### config.mk
export PLATFORM = sky130hd
export DESIGN_NAME = burst_addr_gen
export DESIGN_NICKNAME = d
export VERILOG_FILES = /design/src/rtl/burst_pkg.sv /design/src/rtl/burst_ctrl.sv /design/src/rtl/burst_dpath.sv /design/src/rtl/burst_addr_gen.sv
export SDC_FILE = /design/constraint.sdc
export NUM_CORES = 1
export LEC_CHECK = 0
export ABC_AREA = 1
export BUFFER_PORTS_ARGS = -buffer_cell sky130_fd_sc_hd__buf_2
export CORE_MARGIN = 1.5
export CORE_UTILIZATION = 42
export DETAILED_ROUTE_END_ITERATION = 8
export GPL_ROUTABILITY_DRIVEN = 0
export GPL_TIMING_DRIVEN = 0
export MAX_ROUTING_LAYER = met4
export PLACE_DENSITY = 0.74
export SYNTH_ARGS = -nofsm -noshare
export SYNTH_HDL_FRONTEND = slang
export SYNTH_SLANG_ARGS = --single-unit
### constraint.sdc
create_clock -name clk -period 0.9 [get_ports clk]
set_input_delay 0.135 -clock clk [delete_from_list [all_inputs] [get_ports clk]]
set_output_delay 0.135 -clock clk [all_outputs]
set_load 0.01 [all_outputs]
### src/rtl/burst_pkg.sv
package burst_pkg;

  // Strobes passed from the control module to the datapath each cycle
  typedef struct packed {
    logic load;      // capture the external base address
    logic stepBeat;  // advance the beat counter by one
    logic fromProc;  // the load comes from the processor-side strobe
  } burstCtl_t;

endpackage

### src/rtl/burst_ctrl.sv
module burst_ctrl
  import burst_pkg::*;
(
  input  logic      clk,
  input  logic      rstN,
  input  logic      procStrobe,
  input  logic      ctrlStrobe,
  input  logic      chipEn,
  input  logic      advance,
  output burstCtl_t ctl,
  output logic      burstActive,
  output logic      procOwned
);

  logic procLoad;
  logic anyLoad;

  // A processor strobe counts only while the chip is enabled; it wins over the controller strobe
  assign procLoad = procStrobe & chipEn;
  assign anyLoad  = procLoad | ctrlStrobe;

  always_comb begin
    ctl          = '0;
    ctl.load     = anyLoad;
    ctl.fromProc = procLoad;
    ctl.stepBeat = advance & burstActive & ~anyLoad;
  end

  always_ff @(posedge clk or negedge rstN) begin
    if (!rstN) begin
      burstActive <= 1'b0;
      procOwned   <= 1'b0;
    end else if (anyLoad) begin
      burstActive <= 1'b1;
      procOwned   <= procLoad;
    end
  end

  AST_PROC_PRIORITY: assert property (@(posedge clk) disable iff (!rstN)
    (procStrobe && chipEn && ctrlStrobe) |=> procOwned) else $error("priority");

  AST_MASKED_STROBE: assert property (@(posedge clk) disable iff (!rstN)
    (procStrobe && !chipEn && !ctrlStrobe) |=> $stable(procOwned)) else $error("mask");

  AST_ACTIVE_STICKY: assert property (@(posedge clk) disable iff (!rstN)
    burstActive |=> burstActive) else $error("sticky");

  AST_NO_STEP_IDLE: assert property (@(posedge clk) disable iff (!rstN)
    !burstActive |-> !ctl.stepBeat) else $error("idle step");

endmodule

### src/rtl/burst_dpath.sv
module burst_dpath
  import burst_pkg::*;
#(
  parameter int ADDR_W = 16,
  parameter int BEAT_W = 2
) (
  input  logic              clk,
  input  logic              rstN,
  input  burstCtl_t         ctl,
  input  logic [ADDR_W-1:0] addrIn,
  input  logic              orderSel,
  output logic [ADDR_W-1:0] addrOut
);

  localparam int UPPER_W = ADDR_W - BEAT_W;
  typedef logic [BEAT_W-1:0] lowT;

  logic [ADDR_W-1:0] baseAddr;
  lowT               beatCnt;
  logic              ordIlv;
  lowT               linLow;
  lowT               ilvLow;
  lowT               curLow;

  always_ff @(posedge clk or negedge rstN) begin
    if (!rstN) begin
      baseAddr <= '0;
      beatCnt  <= '0;
      ordIlv   <= 1'b0;
    end else if (ctl.load) begin
      baseAddr <= addrIn;
      beatCnt  <= '0;
      ordIlv   <= orderSel;
    end else if (ctl.stepBeat) begin
      beatCnt  <= beatCnt + lowT'(1);
    end
  end

  // Linear order: offset added to the start, wrapping inside the block
  assign linLow = lowT'(baseAddr[BEAT_W-1:0] + beatCnt);

  // Interleaved order: each low bit toggles with the matching beat-count bit
  for (genvar b = 0; b < BEAT_W; b++) begin : g_ilv
    assign ilvLow[b] = baseAddr[b] ^ beatCnt[b];
  end

  assign curLow  = ordIlv ? ilvLow : linLow;
  assign addrOut = {baseAddr[ADDR_W-1:BEAT_W], curLow};

  AST_LOAD_BASE: assert property (@(posedge clk) disable iff (!rstN)
    ctl.load |=> addrOut == $past(addrIn)) else $error("load");

  AST_LIN_STEP: assert property (@(posedge clk) disable iff (!rstN)
    (ctl.stepBeat && !ordIlv) |=>
      addrOut[BEAT_W-1:0] == lowT'($past(addrOut[BEAT_W-1:0]) + lowT'(1))) else $error("lin");

  AST_ILV_STEP: assert property (@(posedge clk) disable iff (!rstN)
    (ctl.stepBeat && ordIlv) |=>
      lowT'(addrOut[BEAT_W-1:0] ^ baseAddr[BEAT_W-1:0]) ==
      lowT'($past(addrOut[BEAT_W-1:0] ^ baseAddr[BEAT_W-1:0]) + lowT'(1))) else $error("ilv");

  AST_UPPER_FIXED: assert property (@(posedge clk) disable iff (!rstN)
    !ctl.load |=> $stable(addrOut[ADDR_W-1:BEAT_W])) else $error("upper");

  AST_HOLD: assert property (@(posedge clk) disable iff (!rstN)
    (!ctl.load && !ctl.stepBeat) |=> $stable(addrOut)) else $error("hold");

  initial begin
    assert (UPPER_W >= 1) else $error("ADDR_W must exceed BEAT_W");
  end

endmodule

### src/rtl/burst_addr_gen.sv
module burst_addr_gen
  import burst_pkg::*;
#(
  parameter int ADDR_W = 16,
  parameter int BEAT_W = 2
) (
  input  logic              clk,
  input  logic              rstN,
  input  logic              procStrobe,
  input  logic              ctrlStrobe,
  input  logic              chipEn,
  input  logic              advance,
  input  logic              orderSel,
  input  logic [ADDR_W-1:0] addrIn,
  output logic [ADDR_W-1:0] addrOut,
  output logic              burstActive,
  output logic              procOwned
);

  burstCtl_t ctl;

  burst_ctrl u_ctrl (
    .clk        (clk),
    .rstN       (rstN),
    .procStrobe (procStrobe),
    .ctrlStrobe (ctrlStrobe),
    .chipEn     (chipEn),
    .advance    (advance),
    .ctl        (ctl),
    .burstActive(burstActive),
    .procOwned  (procOwned)
  );

  burst_dpath #(.ADDR_W(ADDR_W), .BEAT_W(BEAT_W)) u_dpath (
    .clk     (clk),
    .rstN    (rstN),
    .ctl     (ctl),
    .addrIn  (addrIn),
    .orderSel(orderSel),
    .addrOut (addrOut)
  );

endmodule

### Yosys cells after proc, flatten, opt, wreduce, memory -nomap -nowiden

Cells that the tools add are included.

* bits in registers: 21
* bits of input ports: 23
* output and inout port bits: 18
* logic and storage cells: 18

* add/sub/neg operators: 2
* multiplexer cells: 3
* bitwise gates (word level): 7
* reduce and logical (&&, ||, !) cells: 1

Operators by type and width (count)
* two-way mux 2 bit: 3
* AND 1 bit: 3
* adder 2 x 1 -> 2 bit, second input constant: 1
* adder 2 bit: 1
* nonzero test 2 bit: 1
* XOR 1 bit: 2
* NOT 1 bit: 1
* OR 1 bit: 1

### Logic depth before layout (Yosys ltp)

Gate-level depths: netlist of run 1.

* word-level depth: 6
* depth in mapped cells: 6
* gate-level depth less buffers: 6

### By module

A second synthesis of run 1 with hierarchy kept.

* cells, all modules: 121
* area, all modules: 1016.0 sq um

By module, submodules not included
* burst_dpath: instances 1, cells an instance 108, area an instance 905.9 sq um, sequential area each 475.5 sq um
* burst_ctrl: instances 1, cells an instance 13, area an instance 110.1 sq um, sequential area each 50.0 sq um

### Worst setup path after synthesis of run 1

No wires, ideal clock.

* path type: reg2out
* from: register u_dpath.beatCnt[0]
* to: output addrOut[1]
* arrival time: 849 ps
* required time: 765 ps
* slack: -84 ps
* stages on the path, launching flop included: 7
* buffers on the path: 0
* cells stage by stage: dfrtp_1 ha_1 nand2_1 inv_1 nand2_1 nand2_1 inv_1

* word-level cells in the longest chain between the ends: 2

RTL lines
* start, declared: line burst_dpath.sv:19 `lowT beatCnt;`
* start signal, assigned: line burst_dpath.sv:35 `beatCnt <= beatCnt + lowT'(1);`
* adder 2 bit: line burst_dpath.sv:40 `assign linLow = lowT'(baseAddr[BEAT_W-1:0] + beatCnt);`
* two-way mux 2 bit: line burst_dpath.sv:47 `assign curLow = ordIlv ? ilvLow : linLow;`
* end, declared: line burst_addr_gen.sv:15 `output logic [ADDR_W-1:0] addrOut,`

No other way between the ends.

### Final worst setup path of run 1

Same ends and word-level chain as after synthesis.

==> impl_metrics.csv, run 1 <==
group,metric,value,unit
global_route,antenna_found_initial,0,
placed_design,detailed_place.area,0.00124,sq mm
clock_network,clk_root_buffer_cell,"clkbuf_4",
timing,setup_tns,-1880,ps
clock_network,number_of_buffers_added_by_the_clock_tree_synthesis_step,3,
power_and_ir_drop,totalPowerFinal,2.08,mW
power_and_ir_drop,internal_power,1.51,mW
drt,drc_errors,0,
finish,non_filler_instance_count_after_layout,184,
synthesis,synth.ff_latch_count,21,
timing,worst_slew_pin_slew,458,ps
timing,post-route-min-period,1360,ps
critical_path,cp.required,760,ps
placed_design,placement.io_buffers,40,
hold_path,hp-class,"in2reg",
power_and_ir_drop,power_switching,0.572,mW
floorplanning,core_area,0.00223,sq mm
finish,final_util,62.4,%
drt,routed_via_density,4.53,
synthesis,ys_seq_area_share,52.2,%
synthesis,number_of_nets_produced_by_synthesis,139,
drt,drtIter0Drc,11,
critical_path,timing.critical_path.fanout_max,2,
finish,antenna_cells,0,
synthesis,synthesized_instance_count,115,
finish,proportion_of_layout_cells_with_a_drive_suffix_above_1,47.4,%
power_and_ir_drop,cellPowerDensity,1490,mW/mm^2
floorplanning,design.die.area,0.00270,sq mm
power_and_ir_drop,seq_power_share,52.2,%
synthesis,post_synth_xor_area_fraction,0,%
timing,setup_viol,18,
synthesis,synthAdderAreaFrac,1.24,%
global_route,first_global_vias,790,
critical_path,critPathCaptureType,"primary output",
finish,most_frequent_cells_in_the_layout,"nand2_1, buf_2, dfrtp_1, buf_6, buf_4",
finish,final_common_cell,"nand2_1",
finish,stdcell_area,0.00139,sq mm
global_route,first_pass_grt_wire_length,3240,microns
status,run_status,"complete, but fails checks",
timing,worst_slew_margin_rel,69.5,%
drt,wl,1960,microns
critical_path,cp.arrival,1230,ps
clock_network,clkLatencyLatePin,300,ps
timing,final.period_utilization,151,%
floorplanning,pin_count,41,
floorplanning,initial_core_util,45.0,%
finish,area_growth_from_synthesis_to_layout,38.4,%
synthesis,synth_compound_gate_area_share,1.49,%
timing,setup_slack,-463,ps
power_and_ir_drop,power_frac_comb,26.4,%
floorplanning,die_height,51.9,microns
clock_network,cts_tree,"yes",
global_route,largest_net_degree_at_the_start_of_global_routing,22,
clock_network,clkSlewWorstSetupHoldPaths,110,ps
placed_design,dp_slack,-180,ps
clock_network,tritoncts_num_sinks,21,
floorplanning,rows,17,
floorplanning,chip_width,51.9,microns
finish,sequential_cell_area,526,sq um
finish,nNetsFinal,181,
synthesis,yosysWarnings,0,
synthesis,largest_family_of_logic_cells_by_synthesized_area,"simple AND/OR/NAND/NOR gates",
drt,route.detailed.wl_per_inst,10.6,microns
job,max_cap_viol_count,0,
synthesis,synth.cell_area,0.00101,sq mm
status,failed_checks,"setup timing",
placed_design,dpl.cell_count,183,
timing,achievable-frequency,734,MHz
timing,timing.hold.ws,30.6,ps
drt,detail-route-antenna-nets,0,
timing,maxSlewViolCount,0,
timing,clock_skews,0.760,ps
finish,nFillCells,202,
global_route,gr-usage-all-layers,16.4,%
power_and_ir_drop,power_frac_clock,21.5,%
synthesis,yosys.area_share.simple,27.6,%
power_and_ir_drop,power.switching_fraction,27.5,%
synthesis,yosysUniqueCellTypes,17,
power_and_ir_drop,vdd_drop_max,0.830,mV
drt,route.vias.total,833,
power_and_ir_drop,static-leakage-power,0.778,nW
timing,rsz0062_at_grt,"true",
global_route,overflow,0,
clock_network,htree_levels,1,
clock_network,clock_path_buffers,2,
timing,report.final.hold_viol_count,0,
critical_path,timing.setup.critical_path_class,"reg2out",
synthesis,post_synth.cell_area_avg,8.75,sq um
finish,area_taken_by_multi_input_logic_gates,343,sq um
synthesis,synthMuxAreaShare,0,%
placed_design,dp_hpwl,1410,microns
drt,drt_pre_antenna_iters,2,
critical_path,start_kind,"flip-flop",
power by group through the flow:
stage	Clock (mW)	Sequential, mW	Combinational (mW)
floorplan	0	1.08	0.293
global placement	0	1.09	0.452
detailed placement	0	1.09	0.463
CTS	0.466	1.08	0.523
global route	0.507	1.10	0.607
finish	0.446	1.08	0.548
repair_timing:
| item | 4_1_cts | 5_1_grt |
|---|---|---|
| setup buffers | 8 | 2 |
| gates resized for setup | 17 | 10 |
| pin swaps | 2 | 3 |
| hold buffers | 1 | 0 |
| cloned | 0 | 0 |
| endpoints found under the setup margin | 18 | 20 |
| endpoints found under the hold margin | 21 | 0 |
kinds of logic (layout without fill, tap and decap cells):
| kind of cell | count (synthesis) | count (layout) |
|---|---|---|
| AO/OA/AOI/OAI | 3 | 3 |
| adder cells (fa/ha/maj) | 1 | 1 |
| buffers and inverters | 24 | 65 |
| flip-flops | 21 | 21 |
| AND/OR/NAND/NOR | 66 | 66 |
synthesized netlist by cell type:
cell	number	area share, %
nor2_1	2	0.75
nand2_4	1	1.1
ha_1	1	1.2
nand4_1	1	0.62
or2_2	1	0.62
dfrtp_1	21	52
o21ai_1	2	1.0
inv_1	5	1.9
nand2_2	6	3.7
nand3_1	2	1.0
inv_2	1	0.37
buf_12	1	2.0
nand2_1	53	20
buf_6	1	1.1
inv_6	1	0.87
buf_4	15	11
a21oi_1	1	0.50
area by class of cell:
cell class	count	share of cell area, %
inverter	7	2.25
clock buffer	4	1.89
sequential	21	37.7
timing repair buffer	51	28.2
multi-input combinational	70	24.6
buffer	3	2.79
tap	28	2.52
layer usage:
metal | wire (microns) | up-vias | GRT usage [%]
met4 | 28 | 0 | 6.58
met1 | 863 | 381 | 19.7
met2 | 955 | 34 | 27.6
li1 | - | 413 | -
met3 | 111 | 5 | 2.59
met5 | 0 | - | -
registers in the layout (all words and copies together), names as in the netlist:
register and cells:
u_dpath.ordIlv 1, u_dpath.beatCnt 2, u_dpath.baseAddr 16, u_ctrl.burstActive 1, u_ctrl.procOwned 1
worst paths after layout:
check,start,to,slack [ps],cells past startpoint
max,u_dpath.beatCnt[0],addrOut[1],-460,6
min,addrIn[3],u_dpath.baseAddr[3],30,3
min in group asynchronous,rstN,u_dpath.baseAddr[13],310,2
max in group asynchronous,rstN,u_dpath.beatCnt[0],280,2
min reg2reg,u_ctrl.procOwned,u_ctrl.procOwned,480,2
max reg2reg,u_ctrl.burstActive,u_ctrl.burstActive,30,2
worst max-delay path: stages (launching register included):
cell     delay, ps
dfrtp_1        430
ha_4           180
nand2_4         60
nand3_2         60
nand2_2         70
inv_2           30
buf_6          100
Note: power is estimated with default switching activity, not from simulation.
==> inputs of run 2 (changes only) <==
--- a/config.mk
+++ b/config.mk
@@ -8,12 +8,13 @@
 export ABC_AREA = 1
 export BUFFER_PORTS_ARGS = -buffer_cell sky130_fd_sc_hd__buf_2
 export CORE_MARGIN = 1.5
-export CORE_UTILIZATION = 42
+export CORE_UTILIZATION = 25
 export DETAILED_ROUTE_END_ITERATION = 8
 export GPL_ROUTABILITY_DRIVEN = 0
 export GPL_TIMING_DRIVEN = 0
 export MAX_ROUTING_LAYER = met4
-export PLACE_DENSITY = 0.74
+export SKIP_LAST_GASP = 1
 export SYNTH_ARGS = -nofsm -noshare
 export SYNTH_HDL_FRONTEND = slang
 export SYNTH_SLANG_ARGS = --single-unit
+export TNS_END_PERCENT = 10
==> impl_metrics.csv, run 2 (synthesized netlist as in run 1, its figures left out) <==
group,metric,value,unit
critical_path,crit_path_cell_trace,"ha_2, nand2_2, nand3_2, nand2_2, inv_2, buf_6",
timing,rsz0062_at_grt,"true",
floorplanning,pin_count,41,
floorplanning,design.die.area,0.00441,sq mm
placed_design,placement.io_buffers,40,
timing,worst_slew_pin_slew,471,ps
critical_path,cp.arrival,1180,ps
finish,top_register,"u_dpath.baseAddr",
drt,detail-route-antenna-nets,0,
global_route,most_used_routing_layer,"met2",
floorplanning,chip_width,66.4,microns
timing,maxSlewViolCount,0,
critical_path,most_frequent_cp_cell,"nand2_2",
clock_network,clock_path_buffers,2,
clock_network,htree_levels,1,
floorplanning,core_area,0.00377,sq mm
status,run_status,"complete, but fails checks",
power_and_ir_drop,static-leakage-power,0.778,nW
hold_path,hp-class,"in2reg",
global_route,largest_net_degree_at_the_start_of_global_routing,22,
finish,flip_flop_count_of_the_largest_register_all_copies_and_words_added,16,
global_route,grtUsageMet2,16.8,%
drt,route.vias.total,795,
critical_path,critPathCaptureType,"primary output",
drt,route.detailed.wl_per_inst,9.15,microns
timing,post-route-min-period,1320,ps
drt,wl,1920,microns
finish,area_growth_from_synthesis_to_layout,35.1,%
timing,achievable-frequency,760,MHz
clock_network,number_of_buffers_added_by_the_clock_tree_synthesis_step,3,
timing,timing.hold.ws,68.3,ps
critical_path,cp.required,760,ps
drt,drc_errors,0,
finish,area_taken_by_multi_input_logic_gates,320,sq um
finish,antenna_cells,0,
drt,drtIter0Drc,12,
finish,proportion_of_layout_cells_with_a_drive_suffix_above_1,49.4,%
timing,setup_slack,-415,ps
placed_design,dpl.cell_count,203,
timing,report.final.hold_viol_count,0,
clock_network,tritoncts_num_sinks,21,
timing,setup_viol,20,
finish,nFillCells,387,
finish,non_filler_instance_count_after_layout,210,
clock_network,clkSlewWorstSetupHoldPaths,80,ps
global_route,first_pass_grt_wire_length,3110,microns
drt,drt_pre_antenna_iters,4,
critical_path,worst_path_slowest_cell,"dfrtp_1",
clock_network,clk_root_buffer_cell,"clkbuf_8",
clock_network,clkLatencyLatePin,260,ps
finish,most_frequent_cells_in_the_layout,"nand2_1, buf_2, dfrtp_1, buf_4, nand2_2",
critical_path,start_kind,"flip-flop",
floorplanning,initial_core_util,26.7,%
timing,worst_slew_margin_rel,68.6,%
global_route,antenna_found_initial,0,
clock_network,cts_tree,"yes",
power_and_ir_drop,vdd_drop_max,0.892,mV
global_route,overflow,0,
status,failed_checks,"setup timing",
timing,final.period_utilization,146,%
finish,final_common_cell,"nand2_1",
global_route,gr-usage-all-layers,9.82,%
global_route,grt.met3_usage,4.09,%
drt,routed_via_density,3.79,
global_route,grtUsageMet1,11.0,%
placed_design,dp_hpwl,1450,microns
finish,sequential_cell_area,526,sq um
finish,nNetsFinal,187,
finish,biggestRegsByFlops,"u_dpath.baseAddr x16, u_dpath.beatCnt x2",
job,max_cap_viol_count,0,
timing,clock_skews,0.883,ps
floorplanning,die_height,66.4,microns
critical_path,timing.setup.critical_path_class,"reg2out",
critical_path,slowest_delay,390,ps
finish,stdcell_area,0.00136,sq mm
critical_path,timing.critical_path.fanout_max,2,
global_route,first_global_vias,711,
placed_design,detailed_place.area,0.00127,sq mm
floorplanning,rows,22,
power_and_ir_drop,cellPowerDensity,1590,mW/mm^2
run 2: changes by cell type in the layout (fill, tap and decap cells not counted), moves of 3 or more:
cell and delta:
buf_6 -17, buf_2 +15, buf_4 +8, clkbuf_4 -3
clkbuf_8 +3
run 2: repair_timing:
action                                  in CTS  in global routing
hold endpoints to repair                    21                  0
hold buffers                                 1                  0
setup buffers                                1                  1
pin swaps                                    2                  3
endpoints found under the setup margin      18                 19
resized for setup                            2                  4
run 2: path summary, 6_finish.rpt:
kind / start / to / slack [ps] / cells past startpoint
max in group asynchronous: rstN / u_dpath.baseAddr[9] / 220 / 2
min in group asynchronous: rstN / u_dpath.ordIlv / 360 / 2
min reg2reg: u_ctrl.procOwned / u_ctrl.procOwned / 470 / 2
max reg2reg: u_dpath.beatCnt[0] / u_dpath.beatCnt[1] / -90 / 6
min: addrIn[3] / u_dpath.baseAddr[3] / 70 / 3
max: u_dpath.baseAddr[0] / addrOut[1] / -420 / 6
run 2: layout make-up:
type	count	share of cell area (%)
Inverter	7	2.30
Timing Repair Buffer	43	17.0
Tap cell	48	4.42
Buffer	17	10.6
Sequential cell	21	38.7
Multi-Input combinational cell	70	23.6
Clock inverter	1	0.368
Clock buffer	3	3.04
run 2: where the power goes:
group	switching, mW	total, mW	internal (mW)
logic	0.228	0.484	0.256
registers	0.0452	1.07	1.03
clock network	0.302	0.610	0.308
run 2: worst max-delay path, delay by kind of cell (launching register included):
kind / cells / cell delay (ps)
flip-flops: 1 / 390
buffers and inverters: 2 / 130
AND/OR/NAND/NOR: 3 / 200
adder cells (fa/ha/maj): 1 / 190
run 2: routing by layer:
| layer | wire length (microns) | share of wire (%) |
|---|---|---|
| met4 | 0 | 0 |
| met5 | 0 | 0 |
| met1 | 877 | 46 |
| met2 | 869 | 45 |
| met3 | 174 | 9.1 |
run 2: stage by stage:
| step | total power [mW] | TNS (ps) | util [%] | setup WS (ps) |
|---|---|---|---|---|
| finish | 2.16 | -2770 | 36.0 | -415 |
| global route | 2.33 | -3790 | 36.0 | -484 |
| CTS | 2.21 | -2920 | 35.6 | -440 |
| detailed placement | 1.55 | -246 | 33.6 | -182 |
| global placement | 1.55 | -254 | 33.6 | -181 |
| floorplan | 1.38 | -31.2 | - | -31.2 |
